**config.mk**
```make
export PLATFORM = sky130hd
export DESIGN_NAME = pc_sequencer
export DESIGN_NICKNAME = d
export VERILOG_FILES = /design/src/rtl/pcs_pkg.sv /design/src/rtl/pcs_select.sv /design/src/rtl/pcs_target.sv /design/src/rtl/pcs_ret_stack.sv /design/src/rtl/pc_sequencer.sv
export SDC_FILE = /design/constraint.sdc
export NUM_CORES = 1
export LEC_CHECK = 0
export ABC_CLOCK_PERIOD_IN_PS = 1920
export BUFFER_PORTS_ARGS = -buffer_cell sky130_fd_sc_hd__buf_4
export CORE_MARGIN = 2
export CORE_UTILIZATION = 26
export DETAILED_ROUTE_END_ITERATION = 10
export GPL_TIMING_DRIVEN = 0
export PLACE_DENSITY = 0.59
export REMOVE_ABC_BUFFERS = 1
export SLEW_MARGIN = 30
export SYNTH_ARGS = -nofsm -noshare
export SYNTH_HDL_FRONTEND = slang
export SYNTH_SLANG_ARGS = --single-unit
```
**constraint.sdc**
```tcl
create_clock -name clk -period 1.92 [get_ports clk]
set_clock_uncertainty 0.05 [all_clocks]
set_input_delay 0.096 -clock clk [delete_from_list [all_inputs] [get_ports clk]]
set_output_delay 0.096 -clock clk [all_outputs]
set_load 0.02 [all_outputs]
```
**src/rtl/pcs_pkg.sv**
```systemverilog
package pcs_pkg;
    localparam int PC_W   = 12;
    localparam int JMP_W  = 9;
    localparam int BYTE_W = 8;

    typedef enum logic [2:0] {
        SEL_HOLD,
        SEL_INC,
        SEL_CALL,
        SEL_RET,
        SEL_JMP,
        SEL_PCL
    } sel_e;

    typedef struct packed {
        logic [PC_W-1:0] pc;
        logic            flush;
    } seq_state_t;

    typedef struct packed {
        logic [PC_W-1:0] lvl1;
        logic [PC_W-1:0] lvl2;
    } stk_state_t;
endpackage

```
**src/rtl/pcs_select.sv**
```systemverilog
module pcs_select
    import pcs_pkg::*;
(
    input  logic cyc_en,
    input  logic call_en,
    input  logic ret_en,
    input  logic jmp_en,
    input  logic pcl_wr_en,
    output sel_e sel
);
    // Fixed priority: call, return, jump, low-byte write.
    always_comb begin
        if (!cyc_en)        sel = SEL_HOLD;
        else if (call_en)   sel = SEL_CALL;
        else if (ret_en)    sel = SEL_RET;
        else if (jmp_en)    sel = SEL_JMP;
        else if (pcl_wr_en) sel = SEL_PCL;
        else                sel = SEL_INC;
    end
endmodule

```
**src/rtl/pcs_target.sv**
```systemverilog
module pcs_target
    import pcs_pkg::*;
#(
    parameter int MEM_WORDS = 1024
) (
    input  sel_e              sel,
    input  logic [PC_W-1:0]   pc_cur,
    input  logic              page_sel,
    input  logic [JMP_W-1:0]  jmp_field,
    input  logic [BYTE_W-1:0] call_field,
    input  logic [BYTE_W-1:0] pcl_data,
    input  logic [PC_W-1:0]   stk_top,
    output logic [PC_W-1:0]   pc_next
);
    localparam logic [PC_W-1:0] ADDR_MASK = PC_W'(MEM_WORDS - 1);

    logic [PC_W-1:0] raw;

    always_comb begin
        unique case (sel)
            SEL_INC:  raw = pc_cur + PC_W'(1);
            SEL_CALL: raw = PC_W'({page_sel, 1'b0, call_field});
            SEL_RET:  raw = stk_top;
            SEL_JMP:  raw = PC_W'({page_sel, jmp_field});
            SEL_PCL:  raw = PC_W'({page_sel, 1'b0, pcl_data});
            default:  raw = pc_cur;
        endcase
        pc_next = raw & ADDR_MASK;
    end
endmodule

```
**src/rtl/pcs_ret_stack.sv**
```systemverilog
module pcs_ret_stack
    import pcs_pkg::*;
(
    input  logic            clk,
    input  logic            push,
    input  logic            pop,
    input  logic [PC_W-1:0] push_val,
    output logic [PC_W-1:0] lvl1,
    output logic [PC_W-1:0] lvl2
);
    stk_state_t stk_d, stk_q;

    // Storage has no reset: return addresses survive a reset.
    always_comb begin
        stk_d = stk_q;
        if (push) begin
            stk_d.lvl2 = stk_q.lvl1;
            stk_d.lvl1 = push_val;
        end else if (pop) begin
            stk_d.lvl1 = stk_q.lvl2;
        end
    end

    always_ff @(posedge clk) begin
        stk_q <= stk_d;
    end

    assign lvl1 = stk_q.lvl1;
    assign lvl2 = stk_q.lvl2;
endmodule

```
**src/rtl/pc_sequencer.sv**
```systemverilog
module pc_sequencer
    import pcs_pkg::*;
#(
    parameter int MEM_WORDS = 1024
) (
    input  logic              clk,
    input  logic              rst_n,
    input  logic              cyc_en,
    input  logic              page_sel,
    input  logic              jmp_en,
    input  logic [JMP_W-1:0]  jmp_field,
    input  logic              call_en,
    input  logic [BYTE_W-1:0] call_field,
    input  logic              ret_en,
    input  logic [BYTE_W-1:0] ret_lit,
    input  logic              pcl_wr_en,
    input  logic [BYTE_W-1:0] pcl_data,
    output logic [PC_W-1:0]   fetch_addr,
    output logic              flush,
    output logic              wreg_we,
    output logic [BYTE_W-1:0] wreg_lit
);
    localparam logic [PC_W-1:0] RESET_PC = PC_W'(MEM_WORDS - 1);

    sel_e            sel;
    logic [PC_W-1:0] pc_next;
    logic [PC_W-1:0] stk_lvl1;
    logic [PC_W-1:0] stk_lvl2;
    logic            do_push;
    logic            do_pop;
    seq_state_t      st_d, st_q;

    pcs_select u_sel (
        .cyc_en    (cyc_en),
        .call_en   (call_en),
        .ret_en    (ret_en),
        .jmp_en    (jmp_en),
        .pcl_wr_en (pcl_wr_en),
        .sel       (sel)
    );

    pcs_target #(.MEM_WORDS(MEM_WORDS)) u_tgt (
        .sel        (sel),
        .pc_cur     (st_q.pc),
        .page_sel   (page_sel),
        .jmp_field  (jmp_field),
        .call_field (call_field),
        .pcl_data   (pcl_data),
        .stk_top    (stk_lvl1),
        .pc_next    (pc_next)
    );

    assign do_push = rst_n && (sel == SEL_CALL);
    assign do_pop  = rst_n && (sel == SEL_RET);

    pcs_ret_stack u_stk (
        .clk      (clk),
        .push     (do_push),
        .pop      (do_pop),
        .push_val (st_q.pc),
        .lvl1     (stk_lvl1),
        .lvl2     (stk_lvl2)
    );

    always_comb begin
        st_d = st_q;
        if (sel != SEL_HOLD) begin
            st_d.pc    = pc_next;
            st_d.flush = (sel != SEL_INC);
        end
    end

    always_ff @(posedge clk or negedge rst_n) begin
        if (!rst_n) begin
            st_q.pc    <= RESET_PC;
            st_q.flush <= 1'b0;
        end else begin
            st_q <= st_d;
        end
    end

    assign fetch_addr = st_q.pc;
    assign flush      = st_q.flush;
    assign wreg_we    = (sel == SEL_RET);
    assign wreg_lit   = ret_lit;

    logic unused_lvl2;
    assign unused_lvl2 = ^stk_lvl2;
endmodule

```
==> results of run 1 <==
kinds of logic (layout without fill, tap and decap cells):
group | count (synthesis) | count (layout) | share of synthesized area
xor+xnor | 1 | 1 | 0.00503
compound gates | 43 | 43 | 0.178
fa+ha+maj | 1 | 1 | 0.00719
simple gates | 40 | 40 | 0.156
buf+inv | 21 | 57 | 0.0776
mux | 10 | 10 | 0.0640
flops | 31 | 31 | 0.510
other cells | 1 | 2 | 0.00215
metrics by stage:
step | total power [W] | instance area [sq um] | std cells
finish | 0.00167 | 2160 | 262
detailed placement | 0.00112 | 2050 | 253
global placement | 0.00112 | 2050 | 253
CTS | 0.00170 | 2160 | 262
floorplan | 0.000962 | 1620 | 132
global route | 0.00176 | 2160 | 262
metal layers:
layer,wire [microns],up-vias,track usage,share of wire
li1,-,646,-,-
met1,2160,675,0.188,0.46
met2,2200,45,0.207,0.46
met3,283,11,0.0462,0.060
met4,82,0,0.0462,0.017
met5,0,-,0,0
worst max-delay path, cell delays in order (launching register included):
cell and delay, ps:
dfstp_2 590, ha_1 220, and4_1 280, nand4b_1 130
xor2_1 160, a32oi_1 180
path summary, 6_finish.rpt:
check	to	slack (ps)
min reg2reg	u_stk.lvl2[3]	400
min	fetch_addr[3]	90
max	fetch_addr[6]	210
max reg2reg	fetch_addr[6]	210
min in group asynchronous	flush	330
max in group asynchronous	fetch_addr[5]	1100
where the power goes:
group | switching [W] | leakage [nW] | internal, W
sequential | 0.0000462 | 0.299 | 0.000775
combinational | 0.000152 | 0.489 | 0.000137
clock | 0.000239 | 0.0515 | 0.000327
total | 0.000436 | 0.839 | 0.00124
flip-flops by register name (all words and copies together) (netlist names):
signal	cells
u_stk.lvl1	10
fetch_addr	10
u_stk.lvl2	10
flush	1
cell type report:
type                       instances  area (sq um)  share of cell area
clock buffer                       8           100              0.0463
inverter                           4          15.0             0.00695
multi-input combinational         97           721               0.334
sequential                        31           888               0.411
tap                               77          96.3              0.0446
timing repair buffer              45           340               0.157
cells in the final DEF, fill, tap and decap left out, types with 2 or more instances in the layout:
cell type / n
a21oi_1: 5
a222oi_1: 6
a22oi_1: 3
a31oi_1: 3
a32oi_1: 2
and2_1: 2
and3_1: 4
and4_1: 2
buf_4: 44
clkbuf_8: 7
conb_1: 2
dfstp_2: 10
edfxtp_1: 20
inv_1: 4
mux2_2: 9
nand2_1: 7
nand3_1: 6
nand4_1: 4
nand4b_1: 2
nor2b_1: 2
nor3_1: 2
o21a_1: 2
o21ai_0: 10
o21ai_1: 3
cell usage after synthesis, drive strengths merged, types with 2 or more instances:
library cell	count	area share
o21a	2	0.0086
nand3	6	0.017
clkbuf	2	0.0043
and3	4	0.014
o21ai	13	0.037
and4	2	0.010
a222oi	6	0.035
a22oi	3	0.013
nand4	4	0.014
a32oi	2	0.010
edfxtp	20	0.35
nand2	8	0.022
nor3	3	0.012
mux2	9	0.058
inv	4	0.0086
and2	2	0.0072
a21oi	5	0.014
dfstp	10	0.15
nand4b	2	0.010
a31oi	3	0.011
nor2b	2	0.0072
buf	15	0.065
timing repair:
action,CTS,global route
hold endpoints to repair,11,0
endpoints found under the setup margin,0,0
hold buffers,1,0
==> out/qor.yml, run 1 <==
run_status: "complete, but fails checks"
violations_in_the_final_reports: "design-rule violations"
globalplace.congestion: 0.768
synth_edf_count: 20
post-place-ws_ps: 32.4
setup.worst_path.class: "reg -> reg"
ioPinCount: 63
drt_first_iter_violations: 135
crit-reg2reg-launch: "fetch_addr[0]"
max-cap-violations: 0
cts-htree-levels: 2
grt_pass1_wl_microns: 7660
postCtsResizedCells: 0
critPathArrivalTime_ps: 1860
dr.pass1.iters: 8
synth-warning-count: 0
floorplan.initialDensity: 0.271
unrepaired_setup_endpoints_after_global_routing: "false"
end_kind: "register"
holdCritPathClass: "in -> reg"
cts.sinks: 31
globalRouteOverflowTotal: 0
crit_start: "fetch_addr[0]"
clk_latency_ps: 280
die-height_microns: 85.8
peakVddDrop_uv: 363
antenna-diode-count: 0
synthDistinctLibCells: 48
post-route-period-util: 0.890
critical_path_peak_fanout: 7
fin_util: 0.336
wl_per_cell_microns: 18.0
synth_area_sq_um: 1740
critical_path.startpoint_type: "register"
timing.critical_path.required_ps: 2070
worst_hold_slack_ps: 90.3
vias: 1377
path_clk_slew_ps: 70
min_path_cells: 3
postSynth.asyncResetShare: 0.355
report.final.slew_viol_count: 0
ys_ff_latch: 31
timing.hold.worst.start: "pcl_data[3]"
overall_die_width_microns: 85.8
floorplan.rows: 29
power.density_cell_area_nw_per_um2: 775
tns_ps: 0
vias_in_the_first_global_route: 1450
detail_route.drc_violations: 2
wirelength_microns: 4730
power.leakage_nw: 0.839
io_buffers: 44
relSlewSlack: 0.500
syn_to_final_growth_pct: 24.2
numCtsBuffers: 5
cts_post_setup_buffers_inserted: 0
gr-usage-all-layers: 0.138
core_area_sq_um: 6420
postRouteAntennaNets: 0
post-dp-hpwl_microns: 3320
worstRegToRegCells: 5
post-route-worst-setup-slack_ps: 210
postSynthAreaPerCell_sq_um: 11.8
layout_min_cycle_time_ps: 1710
post_synth_inst_count: 148
clock_tree.root_cell: "clkbuf_8"
die_area_sq_um: 7360
nets: 226
grt_antenna_before_repair: 0
maxClockFrequency_mhz: 585
synth_top_flop_cell: "edfxtp_1"
report.final.hold_viol_count: 0
max_slew.worst_pin.slew_ps: 744
cts_tree: "done"
drive_gt1_frac: 0.416
vias_per_cell: 5.26
cts_max_path_buffers: 2
finalSetupViolCount: 0
grt_max_degree: 24
yosysSeqAreaShare: 0.510
number_of_filler_cells_placed_in_the_layout: 674
(Power assumes the default switching activity.)
==> run 2, diff against run 1 <==
--- a/config.mk
+++ b/config.mk
@@ -8,10 +8,10 @@
 export ABC_CLOCK_PERIOD_IN_PS = 1920
 export BUFFER_PORTS_ARGS = -buffer_cell sky130_fd_sc_hd__buf_4
 export CORE_MARGIN = 2
-export CORE_UTILIZATION = 26
+export CORE_UTILIZATION = 49
 export DETAILED_ROUTE_END_ITERATION = 10
 export GPL_TIMING_DRIVEN = 0
-export PLACE_DENSITY = 0.59
+export PLACE_DENSITY = 0.91
 export REMOVE_ABC_BUFFERS = 1
 export SLEW_MARGIN = 30
 export SYNTH_ARGS = -nofsm -noshare
==> run 2 against run 1 <==
  * The run now ends clean
  * Hold slack got worse by 71 ps
  * Clock power fell by 20%
  * First-iteration DRC count fell by 0.74%
  * Sequential share of layout area rose by 1.3 points
  * Worst setup slack got worse by 40 ps
  * Flip-flop and latch count did not move
  * Critical path type unchanged
  * Largest cell class unchanged
  * Highest routed layer unchanged
==> out/qor.yml, run 2 (synthesized netlist as in run 1, its figures left out) <==
run_status: "completed"
cts-htree-levels: 2  # unchanged
power.density_cell_area_nw_per_um2: 745  # -3.9%
cts_tree: "done"
detail_route.drc_violations: 0  # -2
overall_die_width_microns: 63.6  # -26%
worstRegToRegCells: 5  # unchanged
clk_latency_ps: 340  # +60 ps
post-place-ws_ps: 32.6  # +0.234 ps
post-route-worst-setup-slack_ps: 170  # -40.3 ps
cts_max_path_buffers: 2  # unchanged
report.final.slew_viol_count: 0  # unchanged
min_path_cells: 3  # unchanged
top_layer_used: "met4"
vias_per_cell: 6.32  # +20%
floorplan.initialDensity: 0.517  # +0.246
worstReg2RegEnd: "fetch_addr[6]"
most-common-layout-cells: "44 x buf_4, 20 x edfxtp_1, 10 x o21ai_0, 10 x dfstp_2, 9 x mux2_2"
vias: 1460  # +6.0%
vias_in_the_first_global_route: 1339  # -7.7%
wire_length_the_detailed_router_placed_on_met1_microns: 1870  # -14%
critical_path_peak_fanout: 6  # -1
worst_hold_slack_ps: 19.4  # -70.9 ps
route.met2.wl_microns: 1970  # -10%
path_clk_slew_ps: 100  # +30 ps
finalSetupViolCount: 0  # unchanged
report.final.hold_viol_count: 0  # unchanged
critical_path.startpoint_type: "register"
met3_wirelength_microns: 431  # +52%
fin_util: 0.623  # +0.286
worst-r2r-setup-slack_ps: 170  # -40 ps
holdCritPathClass: "in -> reg"
core_area_sq_um: 3360  # -48%
wl_per_cell_microns: 18.9  # +4.7%
post-dp-hpwl_microns: 2990  # -10%
timing.hold.worst.start: "pcl_data[2]"
grt_pass1_wl_microns: 6890  # -10%
layout_min_cycle_time_ps: 1750  # +40.3 ps
grt_antenna_before_repair: 0  # unchanged
floorplan.rows: 21  # -28%
tns_ps: 0  # unchanged
drt_first_iter_violations: 134  # -0.74%
end_kind: "register"
dr.pass1.iters: 4  # -4
critPathArrivalTime_ps: 1970  # +110 ps
maxClockFrequency_mhz: 571  # -2.3%
die_area_sq_um: 4040  # -45%
holdPathEnd: "fetch_addr[2]"
globalRouteOverflowTotal: 0  # unchanged
max_slew.worst_pin.slew_ps: 722  # -22.2 ps
antenna-diode-count: 0  # unchanged
timing.critical_path.required_ps: 2140  # +70 ps
relSlewSlack: 0.515  # +0.0149
postRouteAntennaNets: 0  # unchanged
cts.sinks: 31  # unchanged
syn_to_final_growth_pct: 20.3
setup.worst_path.class: "reg -> reg"
final_common_cell: "buf_4"
drive_gt1_frac: 0.422  # +0.00541
power.leakage_nw: 0.825  # -1.7%
grt_max_degree: 24  # unchanged
post-route-period-util: 0.911  # +0.0210
gr-usage-all-layers: 0.228  # +0.0895
clock_tree.root_cell: "clkbuf_4"
numCtsBuffers: 5  # unchanged
ioPinCount: 63  # unchanged
wirelength_microns: 4360  # -7.7%
crit-reg2reg-launch: "fetch_addr[1]"
max-cap-violations: 0  # unchanged
globalplace.congestion: 0.861  # +12%
unrepaired_setup_endpoints_after_global_routing: "false"
io_buffers: 44  # unchanged
peakVddDrop_uv: 569  # +57%
die-height_microns: 63.6  # -26%
nets: 226  # unchanged
-- run 2: worst max path at each step --
stage | start | end | slack, ps | cells after the start
final | fetch_addr[1] | fetch_addr[6] | 170 | 5
after global routing | fetch_addr[1] | fetch_addr[6] | 70 | 5
after CTS | fetch_addr[0] | fetch_addr[6] | 200 | 5
after detailed placement | cyc_en | u_stk.lvl2[6] | 30 | 3
after global placement | cyc_en | u_stk.lvl2[6] | 80 | 3
after floorplan | fetch_addr[0] | fetch_addr[6] | 320 | 5
-- run 2: through the flow --
stage | total power [W] | instance area [sq um] | std cells
after floorplan | 0.000962 | 1620 | 132
after global placement | 0.00111 | 2010 | 222
after detailed placement | 0.00112 | 2010 | 222
after CTS | 0.00156 | 2090 | 231
after global routing | 0.00162 | 2090 | 231
final | 0.00156 | 2090 | 231
-- run 2: what timing repair did --
| action | CTS | global route |
|---|---|---|
| hold buffers | 1 | 0 |
| hold endpoints to repair | 11 | 0 |
| setup buffers | 0 | 0 |
| setup endpoints to repair | 0 | 0 |
| resized for setup | 0 | 0 |
-- run 2: power breakdown --
group | leakage [nW] | switching, W | internal [W] | total [W]
clock | 0.0375 | 0.000236 | 0.000214 | 0.000450
combinational | 0.489 | 0.000151 | 0.000137 | 0.000288
sequential | 0.299 | 0.0000481 | 0.000774 | 0.000822
-- run 2: critical path, cell delays in order, from the launching register on --
cell      delay [ps]
dfstp_2          600
ha_1             220
and4_1           280
nand4b_1         160
xor2_1           190
a32oi_1          180
-- run 2: final cells by class --
| type | instances | area, sq um |
|---|---|---|
| flip-flops and latches | 31 | 888 |
| clock inverters | 1 | 7.51 |
| well taps | 46 | 57.6 |
| clock buffers | 7 | 65.1 |
| inverters | 4 | 15.0 |
| multi-input cells | 97 | 721 |
| fillers | 278 | 1270 |
| repair buffers | 45 | 340 |
-- run 2: per-layer routing --
layer	GRT usage	vias to the layer above
li1	-	643
met1	0.314	709
met2	0.332	100
met3	0.0732	8
met4	0.0924	0
met5	0	-
